[config.mk]
export PLATFORM = sky130hd
export DESIGN_NAME = gpio14_port
export DESIGN_NICKNAME = d
export VERILOG_FILES = /design/src/rtl/gpio14_pkg.sv /design/src/rtl/gpio14_sync.sv /design/src/rtl/gpio14_regs.sv /design/src/rtl/gpio14_dir.sv /design/src/rtl/gpio14_port.sv
export SDC_FILE = /design/constraint.sdc
export NUM_CORES = 1
export LEC_CHECK = 0
export ABC_AREA = 0
export CAP_MARGIN = 25
export CORE_UTILIZATION = 30
export DETAILED_ROUTE_END_ITERATION = 10
export PLACE_DENSITY = 0.6
export SETUP_SLACK_MARGIN = 0.3
export SKIP_LAST_GASP = 1
export SLEW_MARGIN = 15
export SYNTH_ARGS = -nofsm -noshare
export SYNTH_HDL_FRONTEND = slang
export SYNTH_HIERARCHICAL = 1
export SYNTH_SLANG_ARGS = --single-unit
[constraint.sdc]
create_clock -name clk -period 3.14 [get_ports clk]
set_input_delay 0.628 -clock clk [delete_from_list [all_inputs] [get_ports clk]]
set_output_delay 0.628 -clock clk [all_outputs]
set_load 0.01 [all_outputs]
[src/rtl/gpio14_pkg.sv]
package gpio14_pkg;

   // Control register bit positions; software depends on these.
   localparam int CTL_DIR_G0 = 0;
   localparam int CTL_DIR_G1 = 1;
   localparam int CTL_DIR_G2 = 5;
   localparam int CTL_IRQ_EN = 7;

   typedef enum logic [1:0] {
      SEL_NONE = 2'd0,
      SEL_CTRL = 2'd1,
      SEL_LO   = 2'd2,
      SEL_HI   = 2'd3
   } reg_sel_e;

   function automatic int group_ctl_bit(input int grp);
      case (grp)
         0:       return CTL_DIR_G0;
         1:       return CTL_DIR_G1;
         default: return CTL_DIR_G2;
      endcase
   endfunction

endpackage

[src/rtl/gpio14_sync.sv]
module gpio14_sync #(
   parameter int WIDTH  = 14,
   parameter int STAGES = 2
) (
   input  logic             clk,
   input  logic             rst_n,
   input  logic [WIDTH-1:0] d_in,
   output logic [WIDTH-1:0] d_out
);

   if (STAGES < 2) begin : g_bad_stages
      $error("gpio14_sync: STAGES must be at least 2");
   end

   logic [STAGES-1:0][WIDTH-1:0] stg_q;

   for (genvar s = 0; s < STAGES; s++) begin : g_stage
      always_ff @(posedge clk or negedge rst_n) begin
         if (!rst_n) begin
            stg_q[s] <= '0;
         end else if (s == 0) begin
            stg_q[s] <= d_in;
         end else begin
            stg_q[s] <= stg_q[(s == 0) ? 0 : s-1];
         end
      end
   end

   assign d_out = stg_q[STAGES-1];

endmodule

[src/rtl/gpio14_regs.sv]
module gpio14_regs
   import gpio14_pkg::*;
#(
   parameter int ADDR_W  = 3,
   parameter int DATA_W  = 8,
   parameter int LINES   = 14,
   parameter int LO_ADDR = 3
) (
   input  logic              clk,
   input  logic              rst_n,
   input  logic              cs,
   input  logic              rd,
   input  logic              wr,
   input  logic [ADDR_W-1:0] addr,
   input  logic [DATA_W-1:0] wr_data,
   input  logic [LINES-1:0]  rd_lines,
   output logic [DATA_W-1:0] ctrl_q,
   output logic [LINES-1:0]  out_q,
   output logic [DATA_W-1:0] rd_data
);

   localparam int HI_BITS   = LINES - DATA_W;
   localparam int CTRL_ADDR = LO_ADDR - 1;
   localparam int HI_ADDR   = LO_ADDR + 1;

   if (HI_BITS < 1 || HI_BITS > DATA_W) begin : g_bad_lines
      $error("gpio14_regs: LINES must lie in DATA_W+1 .. 2*DATA_W");
   end
   if (CTRL_ADDR < 0 || HI_ADDR >= (1 << ADDR_W)) begin : g_bad_addr
      $error("gpio14_regs: LO_ADDR leaves no room for its neighbours");
   end

   reg_sel_e sel;
   logic     wr_en;
   logic     rd_en;

   always_comb begin
      sel = SEL_NONE;
      if (int'(addr) == CTRL_ADDR)    sel = SEL_CTRL;
      else if (int'(addr) == LO_ADDR) sel = SEL_LO;
      else if (int'(addr) == HI_ADDR) sel = SEL_HI;
   end

   assign wr_en = cs && wr;
   assign rd_en = cs && rd;

   always_ff @(posedge clk or negedge rst_n) begin
      if (!rst_n) begin
         ctrl_q <= '0;
         out_q  <= '0;
      end else if (wr_en) begin
         case (sel)
            SEL_CTRL: ctrl_q                <= wr_data;
            SEL_LO:   out_q[DATA_W-1:0]     <= wr_data;
            SEL_HI:   out_q[LINES-1:DATA_W] <= wr_data[HI_BITS-1:0];
            default:  ;
         endcase
      end
   end

   logic [DATA_W-1:0] rd_mux;

   always_comb begin
      case (sel)
         SEL_CTRL: rd_mux = ctrl_q;
         SEL_LO:   rd_mux = rd_lines[DATA_W-1:0];
         SEL_HI:   rd_mux = DATA_W'(rd_lines[LINES-1:DATA_W]);
         default:  rd_mux = '0;
      endcase
   end

   always_ff @(posedge clk or negedge rst_n) begin
      if (!rst_n)     rd_data <= '0;
      else if (rd_en) rd_data <= rd_mux;
   end

   p_ctrl_write_r2: assert property (@(posedge clk) disable iff (!rst_n)
      (wr_en && sel == SEL_CTRL) |=> ctrl_q == $past(wr_data));

   p_idle_regs_r10: assert property (@(posedge clk) disable iff (!rst_n)
      !cs |=> ($stable(ctrl_q) && $stable(out_q) && $stable(rd_data)));

   p_rdata_hold_r11: assert property (@(posedge clk) disable iff (!rst_n)
      !rd_en |=> $stable(rd_data));

endmodule

[src/rtl/gpio14_dir.sv]
module gpio14_dir
   import gpio14_pkg::*;
#(
   parameter int DATA_W   = 8,
   parameter int LINES    = 14,
   parameter int GROUP    = 4,
   parameter int FIXED_IN = 2,
   parameter int LED_LINE = 8
) (
   input  logic              clk,
   input  logic              rst_n,
   input  logic [DATA_W-1:0] ctrl_q,
   input  logic [LINES-1:0]  out_q,
   input  logic [LINES-1:0]  pin_sync,
   input  logic              led_mirror_en,
   input  logic              led_on,
   output logic [LINES-1:0]  pin_out,
   output logic [LINES-1:0]  pin_oe,
   output logic [LINES-1:0]  rd_lines,
   output logic              irq
);

   localparam int DIR_LINES = LINES - FIXED_IN;
   localparam int N_GROUPS  = DIR_LINES / GROUP;
   localparam int IRQ_LINE  = LINES - 1;

   if (N_GROUPS * GROUP != DIR_LINES) begin : g_bad_groups
      $error("gpio14_dir: direction-controlled lines must fill whole groups");
   end
   if (LED_LINE >= DIR_LINES) begin : g_bad_led
      $error("gpio14_dir: LED line must be a direction-controlled line");
   end

   logic [N_GROUPS-1:0] grp_out;

   for (genvar g = 0; g < N_GROUPS; g++) begin : g_grp
      assign grp_out[g] = ctrl_q[group_ctl_bit(g)];
   end

   for (genvar i = 0; i < LINES; i++) begin : g_line
      if (i >= DIR_LINES) begin : g_fixed_in
         assign pin_oe[i]  = 1'b0;
         assign pin_out[i] = out_q[i];
      end else if (i == LED_LINE) begin : g_led
         assign pin_oe[i]  = led_mirror_en | grp_out[i / GROUP];
         assign pin_out[i] = led_mirror_en ? led_on : out_q[i];
      end else begin : g_plain
         assign pin_oe[i]  = grp_out[i / GROUP];
         assign pin_out[i] = out_q[i];
      end
      assign rd_lines[i] = pin_oe[i] ? pin_out[i] : pin_sync[i];
   end

   assign irq = ctrl_q[CTL_IRQ_EN] & pin_sync[IRQ_LINE];

   // Control bits without a function are only stored.
   logic unused_ctrl;
   assign unused_ctrl = ^{ctrl_q[4:2], ctrl_q[6]};

   p_led_override_r9: assert property (@(posedge clk) disable iff (!rst_n)
      led_mirror_en |-> (pin_oe[LED_LINE] && rd_lines[LED_LINE] == led_on));

   p_input_readback_r6: assert property (@(posedge clk) disable iff (!rst_n)
      (pin_oe == '0) |-> rd_lines == pin_sync);

endmodule

[src/rtl/gpio14_port.sv]
module gpio14_port
   import gpio14_pkg::*;
#(
   parameter int ADDR_W      = 3,
   parameter int DATA_W      = 8,
   parameter int LINES       = 14,
   parameter int GROUP       = 4,
   parameter int FIXED_IN    = 2,
   parameter int LO_ADDR     = 3,
   parameter int LED_LINE    = 8,
   parameter int SYNC_STAGES = 2
) (
   input  logic              clk,
   input  logic              rst_n,
   input  logic              cs,
   input  logic              rd,
   input  logic              wr,
   input  logic [ADDR_W-1:0] addr,
   input  logic [DATA_W-1:0] wr_data,
   output logic [DATA_W-1:0] rd_data,
   input  logic [LINES-1:0]  pin_in,
   output logic [LINES-1:0]  pin_out,
   output logic [LINES-1:0]  pin_oe,
   input  logic              led_mirror_en,
   input  logic              led_on,
   output logic              irq
);

   localparam int DIR_LINES = LINES - FIXED_IN;
   localparam int G2_LO     = 2 * GROUP;

   if (DATA_W != 8) begin : g_bad_width
      $error("gpio14_port: control layout needs an 8-bit bus");
   end

   logic [DATA_W-1:0] ctrl_q;
   logic [LINES-1:0]  out_q;
   logic [LINES-1:0]  pin_sync;
   logic [LINES-1:0]  rd_lines;

   gpio14_sync #(
      .WIDTH  (LINES),
      .STAGES (SYNC_STAGES)
   ) u_sync (
      .clk   (clk),
      .rst_n (rst_n),
      .d_in  (pin_in),
      .d_out (pin_sync)
   );

   gpio14_regs #(
      .ADDR_W  (ADDR_W),
      .DATA_W  (DATA_W),
      .LINES   (LINES),
      .LO_ADDR (LO_ADDR)
   ) u_regs (
      .clk      (clk),
      .rst_n    (rst_n),
      .cs       (cs),
      .rd       (rd),
      .wr       (wr),
      .addr     (addr),
      .wr_data  (wr_data),
      .rd_lines (rd_lines),
      .ctrl_q   (ctrl_q),
      .out_q    (out_q),
      .rd_data  (rd_data)
   );

   gpio14_dir #(
      .DATA_W   (DATA_W),
      .LINES    (LINES),
      .GROUP    (GROUP),
      .FIXED_IN (FIXED_IN),
      .LED_LINE (LED_LINE)
   ) u_dir (
      .clk           (clk),
      .rst_n         (rst_n),
      .ctrl_q        (ctrl_q),
      .out_q         (out_q),
      .pin_sync      (pin_sync),
      .led_mirror_en (led_mirror_en),
      .led_on        (led_on),
      .pin_out       (pin_out),
      .pin_oe        (pin_oe),
      .rd_lines      (rd_lines),
      .irq           (irq)
   );

   p_fixed_inputs_r4: assert property (@(posedge clk) disable iff (!rst_n)
      pin_oe[LINES-1:DIR_LINES] == '0);

   p_irq_gate_r8: assert property (@(posedge clk) disable iff (!rst_n)
      !ctrl_q[CTL_IRQ_EN] |-> !irq);

   p_group2_dir_r3: assert property (@(posedge clk) disable iff (!rst_n)
      !led_mirror_en |-> pin_oe[G2_LO+GROUP-1:G2_LO] == {GROUP{ctrl_q[CTL_DIR_G2]}});

   p_reset_quiet_r1: assert property (@(posedge clk) disable iff (!rst_n)
      (ctrl_q == '0 && !led_mirror_en) |-> (pin_oe == '0 && !irq));

endmodule

==> results by group, run 1 <==
Run status
  • Outcome: finished clean

Logic synthesis
  • Yosys top cell area share: 58.9%
  • Commonest cells post-synth: 58 x dfrtp_1, 42 x buf_4, 33 x mux2_2
  • Register area share after synthesis: 58.9%
  • Cell Area, Synth: 2460 µm²
  • Ys async rst share: 100%
  • Syn Inst Count: 175
  • YS warnings: 6
  • Synth Flop Type: dfrtp_1
  • Netlist cell types: 22
  • Mean Syn Cell Area: 14.1 µm²
  • Largest area contributor in the netlist: dfrtp_1
  • Most common cell in the netlist: dfrtp_1
  • Synth top area cells: dfrtp_1 59%, mux2_2 15%, buf_4 13%
  • Post-synth EDFFs: 0
  • Flop and latch count out of synthesis: 58

Global route
  • Global-route usage over all layers: 12.2%
  • First-pass GRT wire length: 7500 µm
  • Number of global-route vias before repair: 1,438
  • Initial antenna violation count: 0
  • Largest net degree at the start of global routing: 33
  • Global route overflow: 0

Die
  • Die W: 92.6 µm
  • # IOs: 69
  • Die area: 8580 µm²
  • Row count: 32
  • Area of the core: 7850 µm²
  • Starting Density: 31.4%
  • Die height: 92.6 µm

Route
  • Via density per instance: 4.25
  • DRC: 0
  • Drt pass-1 iters: 4
  • Starting DRT DRC Count: 54
  • Routed via count: 1,356
  • Wire per inst: 14.7 µm
  • DRT antenna net count: 0
  • DRT Wirelength: 4690 µm

Timing
  • F_max: 0.403 GHz
  • Final Max Slew Viols: 0
  • Fin crit share: 79.1%
  • Min Tclk post-route: 2.48 ns
  • Final setup vio count: 0
  • Setup TNS: 0 ns
  • Max-Slew Margin vs Limit: 54.0%
  • RSZ-0062 raised after global routing: false
  • Clk_skew: 0.00907 ns
  • Post-route setup slack: 0.656 ns
  • Final hold violation count: 0
  • Worst-Margin Slew: 0.691 ns

Critical path
  • Largest fanout on the critical path: 4
  • Crit. End Element: primary output
  • Crit path launch type: primary input
  • Setup CP Type: in -> out
  • Crit path required time: 2.51 ns
  • CP arrival: 1.86 ns
  • Cell count of the worst reg-to-reg path: 4
  • Setup slack, reg-to-reg: 1.59 ns

Finish
  • Inserted Diodes: 0
  • Share of layout cells above drive strength 1: 26.7%
  • Filler instances: 777
  • Layout area overhead: 28.9%
  • # nets final: 244
  • FF+latch area: 1450 µm²
  • Multi-input gate area: 686 µm²

Power and ir drop
  • Design Power: 2.17 mW
  • Peak supply drop: 0.287 mV
  • Leak: 1.36 nW
  • Power Density: 683 nW/µm²

Placement
  • GP Congestion: 0.717
  • IO buf count: 66
  • Detailed Place HPWL: 3250 µm
  • Setup slack after placement: 0.649 ns

Clock network
  • CTS tree: done
  • Post-CTS setup buffer count: 0
  • H-Tree Level Count: 3
  • Register clock-pin slew on the reported worst setup and hold paths: 0.07 ns
  • Clock Latency Late Sink: 0.34 ns
  • Cts hold-fix bufs: 0
  • # clock sinks: 58
  • # resized after CTS: 0
  • Total CTS buffers: 9
  • Clk root buf: clkbuf_8
  • Clock buffer depth: 2

Min path
  • HP Class: in -> async

Flow run
  • Max Cap Violations: 0
-- final cells by class --
class	count	share of cell area [%]
flip-flops and latches	58	45.7
multi-input cells	74	21.6
repair buffers	68	21.1
clock buffers	12	5.20
well taps	102	4.02
clock inverters	4	2.28
inverters	1	0.118
-- where the power goes --
| group | switching, mW | internal [mW] |
|---|---|---|
| logic | 0.157 | 0.293 |
| clock network | 0.285 | 0.510 |
| registers | 0.0812 | 0.844 |
| total | 0.523 | 1.65 |
-- routing by layer --
layer	vias up	share of wire (%)	GRT usage (%)
met5	-	0	0
met1	669	45	15.2
met3	4	7.2	5.25
met2	50	47	18.3
li1	633	-	-
met4	0	0.62	5.38
-- metrics by stage --
| stage | cell area (µm²) | instances | util (%) | hold WS, ns |
|---|---|---|---|---|
| floorplan | 2470 | 176 | - | 0.331 |
| global placement | 2940 | 303 | 37.5 | 0.334 |
| detailed placement | 2940 | 303 | 37.5 | 0.336 |
| CTS | 3180 | 319 | 40.5 | 0.349 |
| global route | 3180 | 319 | 40.5 | 0.352 |
| finish | 3180 | 319 | 40.5 | 0.335 |
-- critical path: stages --
cell             delay [ns]
clkdlybuf4s50_1        0.45
or2_2                  0.31
clkdlybuf4s50_1        0.47
-- kinds of logic (layout without fill, tap and decap cells) --
group	after synthesis	count (layout)	share of synthesized area, %
flip-flops	58	58	58.9
buffers and inverters	44	85	13.4
multiplexers	42	42	18.7
AND/OR/NAND/NOR	20	20	5.54
AO/OA/AOI/OAI	10	10	3.25
other	1	2	0.152
-- final timing paths --
| path | end | from |
|---|---|---|
| min in group clk | u_sync/d_out[6] | u_sync/stg_q[6] |
| worst max-delay path | pin_oe[8] | led_mirror_en |
| worst min-delay path | u_regs/out_q[1] | rst_n |
| worst min register to register | u_sync/d_out[6] | u_sync/stg_q[6] |
| max in group asynchronous | u_sync/stg_q[11] | rst_n |
| worst max register to register | u_regs/rd_data[2] | u_regs/ctrl_q[0] |
-- state kept, by name (all words and copies together) (netlist names) --
register,flops
u_regs/ctrl_q,8
u_regs/out_q,14
u_regs/rd_data,8
u_sync/d_out,14
u_sync/stg_q,14
-- cells in the final DEF, fill, tap and decap left out, drive strengths merged, types with 2 or more instances in the layout --
cell type	Yosys	routed
conb	1	2
a221o	6	6
nor3	2	2
nor2	6	6
bufinv	0	2
buf	43	3
mux2	33	33
nand2	5	5
clkdlybuf4s50	0	65
dfrtp	58	58
clkbuf	0	12
mux2i	9	9
o21ai	4	4
(Power assumes the default switching activity.)
==> run 2: changes to the inputs <==
clock period = 2.5 ns   (was 3.14 ns; I/O delays follow)
==> results by group, run 2 (synthesis results as in run 1) <==
Critical path
  • Crit. End Element: primary output
  • R2r startpoint: u_regs/ctrl_q[1]
  • WP buf/inv: 1
  • Crit path launch type: register
  • Worst R2R End: u_regs/rd_data[4]
  • Largest fanout on the critical path: 10
  • CP max-delay cell: clkdlybuf4s50_1
  • Cell count of the worst reg-to-reg path: 4
  • CP delay by family, top: buffers and inverters
  • CP arrival: 1.54 ns
  • CP peak stage delay: 0.62 ns
  • Crit path cell chain: clkdlybuf4s50_1
  • Crit path required time: 2.00 ns
  • Setup CP Type: reg -> out
  • Setup slack, reg-to-reg: 0.95 ns
  • Worst setup path startpoint: u_regs/ctrl_q[5]

Clock network
  • Cts hold-fix bufs: 0
  • Total CTS buffers: 9
  • Clk root buf: clkbuf_8
  • H-Tree Level Count: 3
  • Clock buffer depth: 2
  • Post-CTS setup buffer count: 0
  • CTS tree: done
  • Register clock-pin slew on the reported worst setup and hold paths: 0.06 ns
  • Clock Latency Late Sink: 0.33 ns
  • # resized after CTS: 2
  • # clock sinks: 58

Route
  • Starting DRT DRC Count: 58
  • DRT Wirelength: 4620 µm
  • DRT antenna net count: 0
  • DRC: 0
  • Drt pass-1 iters: 4
  • Via density per instance: 4.33
  • Wire per inst: 14.4 µm
  • Routed via count: 1,389

Timing
  • Fin crit share: 81.7%
  • Clk_skew: 0.00615 ns
  • RSZ-0062 raised after global routing: false
  • Final Max Slew Viols: 0
  • Final setup vio count: 0
  • Setup TNS: 0 ns
  • Max-Slew Margin vs Limit: 52.3%
  • F_max: 0.490 GHz
  • Final hold violation count: 0
  • Worst-Margin Slew: 0.716 ns
  • Min Tclk post-route: 2.04 ns

Die
  • Die W: 92.6 µm
  • Die height: 92.6 µm
  • # IOs: 69
  • Starting Density: 31.4%
  • Die area: 8580 µm²
  • Area of the core: 7850 µm²
  • Row count: 32

Power and ir drop
  • Peak supply drop: 0.226 mV
  • Power Density: 807 nW/µm²
  • Leak: 1.36 nW
  • Design Power: 2.54 mW

Placement
  • Detailed Place HPWL: 3140 µm
  • IO buf count: 66
  • GP Congestion: 0.688

Global route
  • Initial antenna violation count: 0
  • Global-route usage over all layers: 11.8%
  • Number of global-route vias before repair: 1,403
  • Largest net degree at the start of global routing: 59
  • Global route overflow: 0
  • First-pass GRT wire length: 7240 µm

Finish
  • Inserted Diodes: 0
  • Most common cell after layout, fill and taps aside: clkdlybuf4s50_1
  • Commonest non-fill, non-tap cells in the layout: 63 x clkdlybuf4s50_1, 58 x dfrtp_1, 33 x mux2_2
  • Layout area overhead: 27.6%
  • Share of layout cells above drive strength 1: 26.5%
  • # nets final: 247

Run status
  • Outcome: finished clean

Flow run
  • Max Cap Violations: 0

Min path
  • HP Class: in -> async
[run 2: changes by cell type in the layout (fill, tap and decap cells not counted), sizes merged]
cell / previous run / this run
dlygate4sd2: 0 / 2
bufinv: 2 / 1
buf: 3 / 6
clkinv: 1 / 2
clkdlybuf4s50: 65 / 63
clkinvlp: 1 / 0
[run 2: worst max path at each step]
stage	slack, ns	end	cells after the start
after CTS	0.39	pin_oe[11]	1
after detailed placement	0.26	pin_out[8]	4
after floorplan	0.97	u_regs/ctrl_q[0]	3
final	0.46	pin_oe[11]	1
after global routing	0.34	pin_oe[11]	1
after global placement	0.28	pin_oe[8]	3
[run 2: routing by layer]
metal / global-route usage (%) / wire (µm) / vias to the layer above
met5: 0 / 0 / -
met4: 6.15 / 70 / 0
met3: 4.93 / 324 / 6
met2: 17.5 / 2140 / 49
met1: 14.8 / 2080 / 693
li1: - / - / 641
[run 2: per-stage QoR]
step	area [µm²]	hold slack [ns]	std cells	setup slack, ns	util, %
after floorplan	2470	0.204	176	0.972	-
after global routing	3140	0.348	321	0.345	40.1
after CTS	3140	0.329	321	0.394	40.1
after global placement	2960	0.334	306	0.283	37.7
final	3140	0.307	321	0.458	40.1
after detailed placement	2960	0.335	306	0.265	37.7
[run 2: final cells by class]
class                           instances  area, µm²
Clock buffer                           12        145
Tap cell                              102        128
Timing Repair Buffer                   71        691
Multi-Input combinational cell         74        686
Inverter                                1       3.75
Clock inverter                          3       40.0
Fill cell                             760       4700
Sequential cell                        58       1450
[run 2: where the power goes]
group	switching (mW)	internal, mW
combinational	0.194	0.367
sequential	0.102	1.06
clock	0.334	0.479
==> run 3: changes to the inputs <==
clock period = 2.1 ns   (was 2.5 ns; I/O delays follow)
==> results by group, run 3 (synthesis results as in run 1) <==
Finish
  • Commonest non-fill, non-tap cells in the layout: 61 x clkdlybuf4s50_1, 55 x dfrtp_1, 33 x mux2_2
  • Final Non-Filler Cells: 329
  • Share of layout cells above drive strength 1: 30.4%
  • # nets final: 254
  • Filler instances: 771
  • Layout area overhead: 32.1%
  • Most common cell after layout, fill and taps aside: clkdlybuf4s50_1
  • Inserted Diodes: 0

Critical path
  • Crit. End Element: primary output
  • Crit path cell chain: or2_2 -> dlygate4sd2_1
  • Crit path launch type: register
  • Cell count of the worst reg-to-reg path: 5
  • CP max-delay cell: dfrtp_2
  • CP arrival: 1.33 ns
  • Largest fanout on the critical path: 6
  • CP peak stage delay: 0.44 ns
  • Setup CP Type: reg -> out
  • Crit path required time: 1.68 ns

Route
  • Starting DRT DRC Count: 63
  • DRT Wirelength: 4800 µm
  • Drt pass-1 iters: 4
  • DRT antenna net count: 0
  • Wire per inst: 14.6 µm
  • Routed via count: 1,395
  • Via density per instance: 4.24
  • DRC: 0

Die
  • Starting Density: 31.4%
  • Die area: 8580 µm²
  • Die height: 92.6 µm
  • Row count: 32
  • Area of the core: 7850 µm²
  • Die W: 92.6 µm
  • # IOs: 69

Run status
  • Outcome: finished clean

Clock network
  • # clock sinks: 58
  • Clk root buf: clkbuf_8
  • Total CTS buffers: 9
  • Clock Latency Late Sink: 0.33 ns
  • Clock buffer depth: 2
  • Register clock-pin slew on the reported worst setup and hold paths: 0.07 ns
  • CTS tree: done
  • H-Tree Level Count: 3

Timing
  • Fin crit share: 83.4%
  • RSZ-0062 raised after global routing: true
  • Min Tclk post-route: 1.75 ns
  • Final hold violation count: 0
  • Worst-Margin Slew: 0.546 ns
  • Clk_skew: 0.0101 ns
  • Final setup vio count: 0
  • Setup TNS: 0 ns
  • F_max: 0.571 GHz
  • Max-Slew Margin vs Limit: 63.4%
  • Final Max Slew Viols: 0

Global route
  • Global-route usage over all layers: 12.5%
  • Number of global-route vias before repair: 1,430
  • Initial antenna violation count: 0
  • Largest net degree at the start of global routing: 29
  • Global route overflow: 0
  • First-pass GRT wire length: 7770 µm

Placement
  • Detailed Place HPWL: 3260 µm
  • IO buf count: 66
  • # placed instances: 308
  • GP Congestion: 0.690

Power and ir drop
  • Design Power: 3.22 mW
  • Power Density: 989 nW/µm²
  • Peak supply drop: 0.276 mV
  • Leak: 1.43 nW

Min path
  • HP Class: reg -> reg
  • Worst Hold Depth: 0

Flow run
  • Max Cap Violations: 0
run 3: cell types whose count changed in the layout (fill, tap and decap cells not counted), moves of 2 or more:
cell | previous run | this run
dlymetal6s2s_1 | 0 | 2
clkdlybuf4s50_1 | 63 | 61
dfrtp_2 | 0 | 3
buf_4 | 5 | 10
dfrtp_1 | 58 | 55
run 3: power by group:
group          switching (mW)  leakage [nW]  internal [mW]
Sequential             0.0979         0.700           1.27
Combinational           0.265         0.618          0.463
Clock                   0.431         0.109          0.696
Total                   0.794          1.43           2.42
run 3: cell type report:
cell class / count / area (µm²) / share of cell area (%)
Inverter: 1 / 3.75 / 0.115
Clock inverter: 5 / 77.6 / 2.38
Sequential cell: 58 / 1460 / 44.7
Timing Repair Buffer: 78 / 763 / 23.5
Tap cell: 102 / 128 / 3.92
Clock buffer: 11 / 141 / 4.34
Multi-Input combinational cell: 74 / 686 / 21.1
run 3: what timing repair did:
action,CTS,global route
endpoints found under the hold margin,6,0
hold buffers,1,0
buffers inserted,4,0
resized for setup,5,2
setup endpoints to repair,13,3
run 3: metrics by stage:
| stage | setup slack (ns) | hold WS, ns | cell area [µm²] | util (%) |
|---|---|---|---|---|
| 2_1_floorplan | 0.652 | 0.124 | 2470 | - |
| 3_3_place_gp | 0.0409 | 0.267 | 2990 | 38.1 |
| 3_5_place_dp | 0.0366 | 0.268 | 2990 | 38.1 |
| 4_1_cts | 0.227 | 0.341 | 3250 | 41.4 |
| 5_1_grt | 0.300 | 0.341 | 3250 | 41.5 |
| 6_report | 0.348 | 0.340 | 3250 | 41.5 |
run 3: worst paths after layout:
| check | from | to | slack (ns) |
|---|---|---|---|
| hold / removal | u_sync/stg_q[3] | u_sync/d_out[3] | 0.34 |
| setup reg to reg | u_regs/ctrl_q[0] | u_regs/rd_data[2] | 0.63 |
| max in group asynchronous | rst_n | u_regs/ctrl_q[0] | 1.06 |
| hold reg to reg | u_sync/stg_q[3] | u_sync/d_out[3] | 0.34 |
| setup / recovery | u_regs/ctrl_q[5] | pin_oe[8] | 0.35 |
| min in group asynchronous | rst_n | u_sync/stg_q[12] | 0.44 |
run 3: per-layer routing:
layer | vias to the layer above | GRT usage, % | wire length (µm)
met4 | 0 | 6.92 | 30
met5 | - | 0 | 0
met3 | 5 | 3.12 | 280
li1 | 654 | - | -
met2 | 45 | 19.1 | 2300
met1 | 691 | 16.1 | 2190
run 3: worst max-delay path: cells and delay by family, from the launching register on:
family / cells / cell delay [ns]
AND/OR/NAND/NOR: 1 / 0.27
flip-flops: 1 / 0.44
buffers and inverters: 1 / 0.28
